<file path="src/rtl/swb_pkg.sv">
package swb_pkg;
  typedef enum logic [2:0] {
    OP_RST = 3'd0,
    OP_WRB = 3'd1,
    OP_RDB = 3'd2,
    OP_BIT = 3'd3,
    OP_TRI = 3'd4
  } op_e;

  typedef enum logic [1:0] {
    S_IDLE = 2'd0,
    S_GO   = 2'd1,
    S_WAIT = 2'd2
  } seq_st_e;

  localparam int ST_W = 6;
endpackage

</file>
<file path="src/rtl/swb_slot_timer.sv">
module swb_slot_timer #(
  parameter int STD_SLOT      = 65,
  parameter int STD_LOW1      = 6,
  parameter int STD_LOW0      = 60,
  parameter int STD_SAMP      = 15,
  parameter int STD_RST_LOW   = 480,
  parameter int STD_RST_SHORT = 8,
  parameter int STD_RST_PRES  = 70,
  parameter int STD_RST_REC   = 410,
  parameter int OD_SLOT       = 10,
  parameter int OD_LOW1       = 1,
  parameter int OD_LOW0       = 8,
  parameter int OD_SAMP       = 2,
  parameter int OD_RST_LOW    = 48,
  parameter int OD_RST_SHORT  = 2,
  parameter int OD_RST_PRES   = 8,
  parameter int OD_RST_REC    = 40,
  parameter int APU_TICKS     = 2
) (
  input  logic clk,
  input  logic rst_n,
  input  logic tick,
  input  logic start,
  input  logic start_rst,
  input  logic start_bit,
  input  logic start_od,
  input  logic bus_in,
  output logic drive_low,
  output logic apu_win,
  output logic slot_done,
  output logic samp_bit,
  output logic pres_seen,
  output logic short_seen
);
  localparam int CW = $clog2(STD_RST_LOW + STD_RST_REC + APU_TICKS + 2);

  logic          active_q, rst_q, wbit_q, od_q;
  logic [CW-1:0] t_q;
  logic [CW-1:0] low1, low0, samp, slot, rlow, rshort, rpres, rend;
  logic [CW-1:0] low_len, end_m1;

  // timing set of the running phase
  always_comb begin
    if (od_q) begin
      low1   = CW'(OD_LOW1);
      low0   = CW'(OD_LOW0);
      samp   = CW'(OD_SAMP);
      slot   = CW'(OD_SLOT);
      rlow   = CW'(OD_RST_LOW);
      rshort = CW'(OD_RST_LOW + OD_RST_SHORT);
      rpres  = CW'(OD_RST_LOW + OD_RST_PRES);
      rend   = CW'(OD_RST_LOW + OD_RST_REC);
    end else begin
      low1   = CW'(STD_LOW1);
      low0   = CW'(STD_LOW0);
      samp   = CW'(STD_SAMP);
      slot   = CW'(STD_SLOT);
      rlow   = CW'(STD_RST_LOW);
      rshort = CW'(STD_RST_LOW + STD_RST_SHORT);
      rpres  = CW'(STD_RST_LOW + STD_RST_PRES);
      rend   = CW'(STD_RST_LOW + STD_RST_REC);
    end
  end

  assign low_len   = rst_q ? rlow : (wbit_q ? low1 : low0);
  assign end_m1    = (rst_q ? rend : slot) - CW'(1);
  assign slot_done = active_q && tick && (t_q == end_m1);
  assign drive_low = active_q && (t_q < low_len);
  assign apu_win   = active_q && (t_q >= low_len) &&
                     ({1'b0, t_q} < ({1'b0, low_len} + (CW+1)'(APU_TICKS)));

  always_ff @(posedge clk or negedge rst_n) begin
    if (!rst_n) begin
      active_q   <= 1'b0;
      rst_q      <= 1'b0;
      wbit_q     <= 1'b1;
      od_q       <= 1'b0;
      t_q        <= '0;
      samp_bit   <= 1'b0;
      pres_seen  <= 1'b0;
      short_seen <= 1'b0;
    end else if (start) begin
      active_q <= 1'b1;
      t_q      <= '0;
      rst_q    <= start_rst;
      wbit_q   <= start_bit;
      od_q     <= start_od;
    end else if (active_q && tick) begin
      t_q <= t_q + CW'(1);
      if (t_q == end_m1) active_q <= 1'b0;
      if (!rst_q && t_q == samp)   samp_bit   <= bus_in;
      if (rst_q  && t_q == rshort) short_seen <= !bus_in;
      if (rst_q  && t_q == rpres)  pres_seen  <= !bus_in;
    end
  end
endmodule

</file>
<file path="src/rtl/swb_seq.sv">
module swb_seq
  import swb_pkg::*;
#(
  parameter int DW = 8
) (
  input  logic          clk,
  input  logic          rst_n,
  input  logic          cmd_valid,
  input  logic [2:0]    cmd_op,
  input  logic [DW-1:0] cmd_data,
  input  logic          cmd_dir,
  input  logic          cfg_od,
  output logic          cmd_ready,
  output logic          busy,
  output logic          accept,
  output logic          op_done,
  output logic          eng_start,
  output logic          eng_rst,
  output logic          eng_bit,
  output logic          eng_od,
  input  logic          eng_done,
  input  logic          eng_samp,
  input  logic          eng_pres,
  input  logic          eng_short,
  output logic [DW-1:0] rd_data,
  output logic          st_pres,
  output logic          st_short,
  output logic          st_sbit,
  output logic          st_tbit,
  output logic          st_dir
);
  localparam int IW = $clog2(DW);

  seq_st_e       st;
  op_e           op_q;
  logic [DW-1:0] sh;
  logic [IW-1:0] idx;
  logic          dir_q, od_q, b1, b2, wdir, last;

  assign cmd_ready = (st == S_IDLE);
  assign busy      = (st != S_IDLE);
  assign accept    = cmd_ready && cmd_valid && (cmd_op <= 3'd4);
  assign eng_start = (st == S_GO);
  assign eng_rst   = (op_q == OP_RST);
  assign eng_od    = od_q;
  assign op_done   = (st == S_WAIT) && eng_done && last;

  always_comb begin
    case (op_q)
      OP_WRB, OP_RDB: last = (idx == IW'(DW - 1));
      OP_TRI:         last = (idx == IW'(2));
      default:        last = 1'b1;
    endcase
  end

  always_comb begin
    case (op_q)
      OP_WRB, OP_BIT: eng_bit = sh[0];
      OP_TRI:         eng_bit = (idx == IW'(2)) ? wdir : 1'b1;
      default:        eng_bit = 1'b1;
    endcase
  end

  always_ff @(posedge clk or negedge rst_n) begin
    if (!rst_n) begin
      st       <= S_IDLE;
      op_q     <= OP_RST;
      sh       <= '0;
      idx      <= '0;
      dir_q    <= 1'b0;
      od_q     <= 1'b0;
      b1       <= 1'b0;
      b2       <= 1'b0;
      wdir     <= 1'b0;
      rd_data  <= '0;
      st_pres  <= 1'b0;
      st_short <= 1'b0;
      st_sbit  <= 1'b0;
      st_tbit  <= 1'b0;
      st_dir   <= 1'b0;
    end else begin
      case (st)
        S_IDLE: if (accept) begin
          op_q  <= op_e'(cmd_op);
          sh    <= cmd_data;
          idx   <= '0;
          dir_q <= cmd_dir;
          od_q  <= cfg_od;
          st    <= S_GO;
        end
        S_GO: st <= S_WAIT;
        S_WAIT: if (eng_done) begin
          st  <= last ? S_IDLE : S_GO;
          idx <= idx + IW'(1);
          case (op_q)
            OP_RST: begin
              st_pres  <= eng_pres && !eng_short;
              st_short <= eng_short;
            end
            OP_WRB: sh <= sh >> 1;
            OP_RDB: begin
              sh <= {eng_samp, sh[DW-1:1]};
              if (last) rd_data <= {eng_samp, sh[DW-1:1]};
            end
            OP_BIT: st_sbit <= eng_samp;
            OP_TRI: begin
              if (idx == IW'(0)) b1 <= eng_samp;
              else if (idx == IW'(1)) begin
                b2   <= eng_samp;
                wdir <= b1 | (!eng_samp & dir_q);
              end else begin
                st_sbit <= b1;
                st_tbit <= b2;
                st_dir  <= wdir;
              end
            end
            default: ;
          endcase
        end
        default: st <= S_IDLE;
      endcase
    end
  end
endmodule

</file>
<file path="src/rtl/swb_master.sv">
module swb_master
  import swb_pkg::*;
#(
  parameter int DW            = 8,
  parameter int STD_SLOT      = 65,
  parameter int STD_LOW1      = 6,
  parameter int STD_LOW0      = 60,
  parameter int STD_SAMP      = 15,
  parameter int STD_RST_LOW   = 480,
  parameter int STD_RST_SHORT = 8,
  parameter int STD_RST_PRES  = 70,
  parameter int STD_RST_REC   = 410,
  parameter int OD_SLOT       = 10,
  parameter int OD_LOW1       = 1,
  parameter int OD_LOW0       = 8,
  parameter int OD_SAMP       = 2,
  parameter int OD_RST_LOW    = 48,
  parameter int OD_RST_SHORT  = 2,
  parameter int OD_RST_PRES   = 8,
  parameter int OD_RST_REC    = 40,
  parameter int APU_TICKS     = 2
) (
  input  logic            clk,
  input  logic            rst_n,
  input  logic            tick,
  input  logic            cmd_valid,
  output logic            cmd_ready,
  input  logic [2:0]      cmd_op,
  input  logic [DW-1:0]   cmd_data,
  input  logic            cmd_dir,
  input  logic            cfg_od,
  input  logic            cfg_apu,
  input  logic            cfg_spu,
  input  logic            bus_in,
  output logic            drive_low,
  output logic            apu_en,
  output logic            spu_en,
  output logic [ST_W-1:0] status,
  output logic [DW-1:0]   rd_data
);
  logic busy, accept, op_done;
  logic eng_start, eng_rst, eng_bit, eng_od;
  logic eng_done, eng_samp, eng_pres, eng_short, apu_win;
  logic st_pres, st_short, st_sbit, st_tbit, st_dir;
  logic apu_q, spu_arm_q, spu_on_q;

  swb_seq #(.DW(DW)) seq_i (
    .clk(clk), .rst_n(rst_n), .cmd_valid(cmd_valid), .cmd_op(cmd_op),
    .cmd_data(cmd_data), .cmd_dir(cmd_dir), .cfg_od(cfg_od),
    .cmd_ready(cmd_ready), .busy(busy), .accept(accept), .op_done(op_done),
    .eng_start(eng_start), .eng_rst(eng_rst), .eng_bit(eng_bit), .eng_od(eng_od),
    .eng_done(eng_done), .eng_samp(eng_samp), .eng_pres(eng_pres),
    .eng_short(eng_short), .rd_data(rd_data), .st_pres(st_pres),
    .st_short(st_short), .st_sbit(st_sbit), .st_tbit(st_tbit), .st_dir(st_dir)
  );

  swb_slot_timer #(
    .STD_SLOT(STD_SLOT), .STD_LOW1(STD_LOW1), .STD_LOW0(STD_LOW0),
    .STD_SAMP(STD_SAMP), .STD_RST_LOW(STD_RST_LOW), .STD_RST_SHORT(STD_RST_SHORT),
    .STD_RST_PRES(STD_RST_PRES), .STD_RST_REC(STD_RST_REC),
    .OD_SLOT(OD_SLOT), .OD_LOW1(OD_LOW1), .OD_LOW0(OD_LOW0), .OD_SAMP(OD_SAMP),
    .OD_RST_LOW(OD_RST_LOW), .OD_RST_SHORT(OD_RST_SHORT),
    .OD_RST_PRES(OD_RST_PRES), .OD_RST_REC(OD_RST_REC), .APU_TICKS(APU_TICKS)
  ) tmr_i (
    .clk(clk), .rst_n(rst_n), .tick(tick), .start(eng_start),
    .start_rst(eng_rst), .start_bit(eng_bit), .start_od(eng_od),
    .bus_in(bus_in), .drive_low(drive_low), .apu_win(apu_win),
    .slot_done(eng_done), .samp_bit(eng_samp), .pres_seen(eng_pres),
    .short_seen(eng_short)
  );

  // pullup control: assist per command, strong pullup armed per command
  always_ff @(posedge clk or negedge rst_n) begin
    if (!rst_n) begin
      apu_q     <= 1'b0;
      spu_arm_q <= 1'b0;
      spu_on_q  <= 1'b0;
    end else if (accept) begin
      apu_q     <= cfg_apu;
      spu_arm_q <= cfg_spu;
      spu_on_q  <= 1'b0;
    end else if (op_done) begin
      spu_on_q  <= spu_arm_q;
      spu_arm_q <= 1'b0;
    end
  end

  assign apu_en = apu_q && apu_win;
  assign spu_en = spu_on_q;
  assign status = {st_dir, st_tbit, st_sbit, st_short, st_pres, busy};
endmodule

</file>
<file path="config.mk">
export PLATFORM = sky130hd
export DESIGN_NAME = swb_master
export DESIGN_NICKNAME = d
export VERILOG_FILES = /design/src/rtl/swb_pkg.sv /design/src/rtl/swb_slot_timer.sv /design/src/rtl/swb_seq.sv /design/src/rtl/swb_master.sv
export SDC_FILE = /design/constraint.sdc
export NUM_CORES = 1
export LEC_CHECK = 0
export BUFFER_PORTS_ARGS = -buffer_cell sky130_fd_sc_hd__buf_2
export CORE_MARGIN = 3
export CORE_UTILIZATION = 28
export DETAILED_ROUTE_END_ITERATION = 10
export HOLD_SLACK_MARGIN = 0.02
export PLACE_DENSITY_LB_ADDON = 0.05
export SYNTH_ARGS = -nofsm -noshare
export SYNTH_HDL_FRONTEND = slang
export SYNTH_HIERARCHICAL = 1
export SYNTH_SLANG_ARGS = --single-unit
</file>
<file path="constraint.sdc">
create_clock -name clk -period 2.85 [get_ports clk]
set_clock_uncertainty 0.1 [all_clocks]
set_input_delay 0.285 -clock clk [delete_from_list [all_inputs] [get_ports clk]]
set_output_delay 0.285 -clock clk [all_outputs]
set_load 0.1 [all_outputs]
</file>
======== Yosys cells after proc, flatten, opt, wreduce, memory -nomap -nowiden ========
Cells that the tools add are included.
word-level totals
  output and inout port bits .............. 18
  bits in registers ....................... 54
  word-level logic and storage cells ...... 137
  input bits .............................. 20
operators by class
  bitwise gates (word level) .............. 5
  reductions and logical operators ........ 43
  add/sub/neg operators ................... 4
  equal/unequal tests ..................... 18
  order comparisons ....................... 4
  mux-type cells .......................... 37
operators with widths
  operator                                                               number
  10-bit 2-to-1 mux                                                      6
  8-bit one-hot mux with 2 select lines                                  2
  10-bit equality test                                                   2
  9-bit 2-to-1 mux                                                       2
  8-bit 2-to-1 mux                                                       2
  3-bit AND reduction                                                    5
  5-bit AND reduction                                                    3
  1-bit logical AND                                                      14
  6-bit 2-to-1 mux                                                       2
  4-bit AND reduction                                                    3
  2-bit nonzero test                                                     6
  10-bit by 2-bit adder with 11-bit output, second input constant        1
  10-bit by 11-bit less-than comparator with 1-bit output                1
  1-bit 2-to-1 mux                                                       11
  10-bit by 1-bit adder with 10-bit output, second input constant        1
  10-bit by 4-bit equality test with 1-bit output                        1
  10-bit by 9-bit equality test with 1-bit output                        1
  10-bit greater-or-equal comparator                                     1
  10-bit less-than comparator                                            1
  10-bit by 1-bit subtractor with 10-bit output, second input constant   1
  3-bit by 2-bit equality test with 1-bit output, second input constant  3
  3-bit 2-to-1 mux                                                       3
  7-bit 2-to-1 mux                                                       1
  3-bit by 1-bit equality test with 1-bit output, second input constant  2
  other kinds (21)                                                       36

======== Logic depth before layout (Yosys ltp) ========
Gate-level depths: netlist (run 1).
  word-level depth ........................ 9
  depth in mapped cells ................... 12
  mapped depth without buffers ............ 10

======== Modules after synthesis ========
Netlist (run 1), hierarchy kept.
by module, submodules not included
  module          sequential area each (um^2)  times used  cells each  area each (um^2)
  swb_seq         850.8                        1           140         1,670.4
  swb_slot_timer  426.7                        1           185         1,607.8
  swb_master      75.1                         1           15          167.7

======== Least setup slack after synthesis (run 1) ========
OpenSTA, ideal clock, no wires.
  path kind ............................... register -> output
  start ................................... register tmr_i.rst_q
  end ..................................... output drive_low
  path slack .............................. -0.791 ns
  cell stages (with the launch flop) ...... 9
  data arrival time ....................... 3.256 ns
  required time ........................... 2.465 ns
  buffers on the path ..................... 1
  cell sequence ........................... dfrtp_1 buf_4 nor3b_2 inv_1 ha_1 a21oi_1 o21ai_0 maj3_2 a31oi_1
between the ends
  longest elaborated chain between the ends .. 3
RTL lines
  what                         RTL line              RTL
  from (decl)                  swb_slot_timer.sv:37  logic active_q, rst_q, wbit_q, od_q;
  from (signal assigned)       swb_slot_timer.sv:85  rst_q <= start_rst;
  10-bit 2-to-1 mux            swb_slot_timer.sv:65  assign low_len = rst_q ? rlow : (wbit_q ? low1 : low0);
  10-bit less-than comparator  swb_slot_timer.sv:68  assign drive_low = active_q && (t_q < low_len);
  1-bit logical AND            swb_slot_timer.sv:68
  to (decl)                    swb_master.sv:35      output logic drive_low,
No other way between the ends.

======== Worst setup path after layout (run 1) ========
  start ................................... register tmr_i.wbit_q
  end ..................................... output apu_en
between the ends
  longest elaborated chain between the ends .. 6
  elaborated cells on any way between the ends .. 8
  those cells by class .................... add/sub: 1; order compare: 2; mux: 2; reduce/logical: 3
RTL lines
  what                                                                                            RTL line                                    RTL
  from (decl)                                                                                     swb_slot_timer.sv:37
  from (signal assigned)                                                                          swb_slot_timer.sv:86                        wbit_q <= start_bit;
  6-bit 2-to-1 mux (*)                                                                            swb_slot_timer.sv:65
  10-bit 2-to-1 mux (*)                                                                           swb_slot_timer.sv:65
  10-bit by 2-bit adder with 11-bit output or 10-bit greater-or-equal comparator (tied branches)  swb_slot_timer.sv:70, swb_slot_timer.sv:69
  10-bit by 11-bit less-than comparator with 1-bit output or 1-bit logical AND (tied branches)    swb_slot_timer.sv:70, swb_slot_timer.sv:69
  1-bit logical AND (*)                                                                           swb_slot_timer.sv:69                        assign apu_win = active_q && (t_q >= low_len) &&
  named net apu_win                                                                               swb_master.sv:43                            logic eng_done, eng_samp, eng_pres, eng_short, apu_win;
  1-bit logical AND (*)                                                                           swb_master.sv:88                            assign apu_en = apu_q && apu_win;
  to (decl)                                                                                       swb_master.sv:36                            output logic apu_en,
Mark *: on every way through the listed nets, which the timed path passes. The rest lies on a longest branch.

==> results of run 1 <==
## cells by family after synthesis
| kind of cell | Yosys count | share of synthesized area |
|---|---|---|
| fa+ha+maj | 28 | 0.101 |
| xor+xnor | 17 | 0.0454 |
| compound gates | 50 | 0.0977 |
| mux | 35 | 0.114 |
| flops | 54 | 0.393 |
| other cells | 1 | 0.00109 |
| buf+inv | 42 | 0.0621 |
| simple gates | 113 | 0.186 |
## cell usage in the layout, fill, tap and decap left out, types with 7 or more instances in the layout
cell      instances
o21ai_0           8
xnor2_1          10
buf_2            35
buf_4            22
nand3_1           9
nand2b_1          7
mux2_2           30
nor2_1           22
nand2_1          29
dfrtp_1          52
inv_1            15
ha_1             23
a21oi_1           9
## final cells by class
type | count | area (um^2)
fillers | 1234 | 7560
multi-input cells | 244 | 1970
flip-flops and latches | 54 | 1350
repair buffers | 61 | 402
well taps | 143 | 179
clock buffers | 6 | 139
inverters | 22 | 82.6
clock inverters | 2 | 17.5
## sequential cells by signal, indices dropped and copies added (netlist names), 2 cells and up
register	flops
seq_i/op_q	3
seq_i/idx	3
seq_i/rd_data	8
seq_i/sh	8
tmr_i/t_q	10
seq_i/st	2
## power by group
group | leakage (nW) | switching, mW | internal, mW | total [mW]
registers | 0.706 | 0.238 | 0.892 | 1.13
clock network | 0.0770 | 0.302 | 0.354 | 0.656
logic | 1.19 | 0.693 | 0.534 | 1.23
total | 1.98 | 1.23 | 1.78 | 3.01
## worst max-delay path by stage
stage | to | slack [ps] | cells after the start
after detailed placement | apu_en | 60 | 10
final | apu_en | -90 | 10
after global placement | seq_i/b2 | 70 | 11
after global routing | apu_en | -260 | 10
after CTS | apu_en | -120 | 10
after floorplan | apu_en | 50 | 11
## per-layer routing
metal,vias to the layer above,global-route usage,share of wire
li1,1274,-,-
met1,1232,0.177,0.48
met2,35,0.224,0.48
met3,11,0.0278,0.029
met4,0,0.0443,0.017
met5,-,0,0
## through the flow
| step | hold WS (ps) | TNS (ps) | std cells |
|---|---|---|---|
| after floorplan | -111 | 0 | 340 |
| after global placement | 313 | 0 | 517 |
| after detailed placement | 318 | 0 | 517 |
| after CTS | 63.9 | -144 | 531 |
| after global routing | 86.7 | -361 | 532 |
| final | 74.9 | -86.5 | 532 |
## what timing repair did
action | in CTS | in global routing
gates resized for setup | 16 | 4
endpoints found under the setup margin | 2 | 6
pin swaps | 12 | 3
hold buffers | 1 | 0
endpoints found under the hold margin | 26 | 0
buffers inserted | 5 | 1
## worst max-delay path: stages (launching register included)
cell	delay, ps
dfstp_2	550
nor3b_4	220
xnor2_1	150
ha_1	260
nor3b_1	140
a311o_1	280
nand4_1	80
nand3_1	80
a31oi_1	160
and2_4	170
buf_12	160
==> impl_metrics.ini, run 1 <==
[sta]
fin_crit_ps = 2940
rsz0062_at_grt = true
fmax_mhz = 341
setup-violations-final = 1
tightest_slew_ps = 725
hold_viol = 0
drv_slew = 0
fin_crit_sh = 1.03
relSlewSlack = 0.516
setup_ws_ps = -86.5

[synthesis]
ys_top_cells_by_count = 53 x dfrtp_1, 30 x mux2_2, 29 x nand2_1, 27 x ha_1, 23 x nor2_1
netlist-cell-type-count = 65
synth_area_um2 = 3450
yosys_warnings = 6
ys_top_cells_by_area = dfrtp_1 38%, ha_1 9.8%, mux2_2 9.8%
yosysSeqAreaShare = 0.393
synth_top_area_share = 0.385
async_reset_ff_frac = 1.00
syn_area_per_cell_um2 = 10.1
synth_fp_nets = 387
ys.flop_type = dfrtp_1
yosysTopAreaCell = dfrtp_1
synth_seq_cells = 54
synth_enable_flop_cells = 0
synth.most_common_cell = dfrtp_1
synthCells = 340

[worst_hold_path]
holdCritStartpoint = cmd_dir
min_path_cells = 3
min_path_type = primary input to register
whs_endpoint = seq_i/dir_q

[pwr]
total_power_mw = 3.01
ir_drop_v = 0.000606
powerDensity_nw_per_um2 = 726
leakage_nw = 1.98

[drt]
wirelength_um = 8260
routed-via-count = 2552
ant_nets = 0
remaining_drc_errors = 0
viasPerCell = 4.80
wl_per_cell_um = 15.5
first_iter_violations = 79
drt_first_pass_iters = 4

[final_layout]
fin_area_um2 = 4150
synthToLayoutAreaGrowth_pct = 20.4
fin_util = 0.354
layout.nets = 435
drive_above_1_share = 0.357
num_antenna_cells = 0

[die]
pin_count = 38
fp.dieArea_um2 = 13700
start_util = 0.294
fp.dieH_um = 117
coreArea_um2 = 11700
die_x_um = 117
rows = 39

[clock_network]
numCtsBuffers = 5
clk_pin_slew_ps = 70
clock_sinks = 54
cts_max_level = 2
clockRootBuffer = clkbuf_16
cts_tree = done
cts_buffer_depth = 2
clkLatencyLatePin_ps = 300

[status]
status = finished with violations
violations = setup timing

[setup_path]
startpoint = tmr_i/wbit_q
cp-end-kind = output pin
startpoint_type = register
r2r_start = tmr_i/od_q
rr_worst_depth = 9
reg2reg_setup_slack_ps = 150
reg2reg_to = seq_i/sh[4]
worstPathRequired_ps = 2470
critPathKind = register to output pin
cp.arrival_ps = 2550
critPathMaxFanout = 3

[global_route]
grt_max_degree = 30
grt_pass1_wl_um = 14200
grtUsageTotal = 0.135
grt_pass1_vias = 2730
antenna_found_initial = 0
gr-total-overflow = 0

[placed_design]
dpl-instance-area_um2 = 3850
dp_slack_ps = 56.0
hpwlAfterDp_um = 6220
gp_congestion = 0.768
io_buffers = 37

[run]
cap_violations = 0
(Power assumes the default switching activity.)
==> run 2, diff against run 1 <==
Settings changed: SYNTH_HIERARCHICAL 1 to default.
==> run 2 against run 1 <==
  * The run still ends with setup timing left
  * Sequential share of layout area decreased by 2.2 points
  * Final cell count increased by 10%
  * Worst setup slack improved by 66 ps
  * Critical path type unchanged
==> impl_metrics.ini, run 2 <==
[status]
status = finished with violations
violations = setup timing

[global_route]
grt_pass1_vias = 2744
grtUsageTotal = 0.137
gr-total-overflow = 0
grt_pass1_wl_um = 15000
antenna_found_initial = 0
grt_max_degree = 46

[synthesis]
yosysSeqAreaShare = 0.387
synth.most_common_cell = dfrtp_1
synth_fp_nets = 416
synth_top_family_by_area = simple AND/OR/NAND/NOR gates
synth-xor-area-share = 0.0501
ys_top_cells_by_area = dfrtp_1 38%, ha_1 11%, mux2_2 7.1%
synth_compound_area_frac = 0.0985
synthCells = 364
muxShareOfSynthArea = 0.111
synth-adder-area-share = 0.115
ys.flop_type = dfrtp_1
ys_top_cells_by_count = 53 x dfrtp_1, 51 x nand2_1, 32 x ha_1
netlist-cell-type-count = 54
syn_area_per_cell_um2 = 9.60
yosysTopAreaCell = dfrtp_1
synth_area_um2 = 3490
async_reset_ff_frac = 1.00
yosys_warnings = 0
synth_seq_cells = 54
synth-simple-area-share = 0.173
synth_top_area_share = 0.380
synth_enable_flop_cells = 0

[placed_design]
gp_congestion = 0.754
hpwlAfterDp_um = 6680
io_buffers = 37

[run]
cap_violations = 0

[sta]
fin_crit_sh = 1.01
relSlewSlack = 0.586
fin_crit_ps = 2870
setup_ws_ps = -20.2
fmax_mhz = 348
rsz0062_at_grt = true
setup-violations-final = 1
hold_viol = 0
tightest_slew_ps = 621
drv_slew = 0
timing.hold.ws_ps = 93.8

[die]
die_x_um = 118
rows = 40
pin_count = 38
fp.dieH_um = 118
coreArea_um2 = 12100
start_util = 0.288
fp.dieArea_um2 = 13900

[setup_path]
startpoint_type = register
worstPathRequired_ps = 2470
cp-end-kind = output pin
critPathMaxFanout = 6
reg2reg_to = seq_i.rd_data[1]
cp.arrival_ps = 2490
r2r_start = tmr_i.rst_q
reg2reg_setup_slack_ps = 50
critPathKind = register to output pin
rr_worst_depth = 8

[worst_hold_path]
whs_endpoint = tmr_i.short_seen
holdCritStartpoint = bus_in
min_path_type = primary input to register
min_path_cells = 2

[final_layout]
drive_above_1_share = 0.340
final_common_cell = dfrtp_1
fill_cells = 1258
largest_register_ffs = 10
synthToLayoutAreaGrowth_pct = 27.4
num_antenna_cells = 0
top_regs = tmr_i.t_q (10), seq_i.rd_data (8), seq_i.sh (8)
layout.nets = 469
regMostFlops = tmr_i.t_q
final_cell_mix = 51 x dfrtp_1, 50 x nand2_1, 35 x buf_2

[clock_network]
cts_max_level = 2
numCtsBuffers = 5
clkLatencyLatePin_ps = 310
cts_buffer_depth = 2
clock_sinks = 54
cts_tree = done
clockRootBuffer = clkbuf_16
clk_pin_slew_ps = 80

[pwr]
ir_drop_v = 0.000587
leakage_nw = 2.11
total_power_mw = 4.95
powerDensity_nw_per_um2 = 1110

[drt]
wirelength_um = 9160
wl_per_cell_um = 15.6
ant_nets = 0
routed-via-count = 2671
first_iter_violations = 102
remaining_drc_errors = 0
viasPerCell = 4.56
drt_first_pass_iters = 4
## run 2: cell types whose count changed in the layout (fill, tap and decap cells not counted), moves of 5 or more
cell	before	now
mux2_2	30	22
nand2b_1	7	1
buf_4	22	30
mux2_4	1	8
o21ai_0	8	14
nand2_1	29	50
nor4_1	1	6
## run 2: report_power, final
group	total (mW)	switching [mW]	internal, mW	leakage, nW
sequential	1.20	0.252	0.950	0.704
clock	0.760	0.317	0.443	0.0875
combinational	2.99	1.66	1.33	1.32
total	4.95	2.23	2.72	2.11
## run 2: how the worst max path moves through the flow
stage                           start          endpoint  slack, ps
after floorplan            tmr_i.od_q            apu_en        -60
after global placement     tmr_i.od_q  seq_i.rd_data[2]         90
after detailed placement   tmr_i.od_q  seq_i.rd_data[1]         40
after CTS                 tmr_i.rst_q            apu_en        -50
after global routing      tmr_i.rst_q            apu_en       -130
final                     tmr_i.rst_q            apu_en        -20
## run 2: metal layers
layer	vias up	GRT usage	wire, um
li1	1361	-	-
met1	1270	0.193	4660
met2	33	0.213	4160
met3	7	0.0264	218
met4	0	0.0410	118
met5	-	0	0
## run 2: layout make-up
| type | instances | area [um^2] | share of cell area |
|---|---|---|---|
| multi-input cells | 260 | 2080 | 0.467 |
| flip-flops and latches | 54 | 1360 | 0.304 |
| repair buffers | 74 | 538 | 0.121 |
| well taps | 168 | 210 | 0.0472 |
| clock buffers | 6 | 139 | 0.0312 |
| inverters | 22 | 90.1 | 0.0202 |
| clock inverters | 2 | 38.8 | 0.00872 |
## run 2: timing repair
action | in CTS | in global routing
endpoints found under the setup margin | 2 | 12
buffers inserted | 9 | 4
pin swaps | 8 | 6
resized for setup | 20 | 8
hold buffers | 1 | 0
hold endpoints to repair | 9 | 0
## run 2: per-stage QoR
step | std cells | instance area (um^2) | TNS [ps] | worst slack (ps) | util
global placement | 564 | 4050 | 0 | 94.0 | 0.334
global route | 586 | 4450 | -511 | -126 | 0.367
finish | 586 | 4450 | -20.2 | -20.2 | 0.367
CTS | 582 | 4390 | -49.0 | -49.0 | 0.362
floorplan | 364 | 3600 | -315 | -60.4 | -
detailed placement | 564 | 4050 | 0 | 40.3 | 0.334
## run 2: cell families after synthesis
kind of cell | after synthesis
simple gates | 124
flops | 54
compound gates | 52
buf+inv | 50
mux | 32
fa+ha+maj | 32
xor+xnor | 20
## run 2: critical path, cell delays in order, from the launching register on
cell	delay, ps
dfrtp_2	440
buf_12	140
nor2_4	80
nand2_2	70
inv_2	80
ha_4	160
nand4_1	70
ha_1	300
a211o_1	260
a41o_1	240
a21oi_4	140
buf_12	190
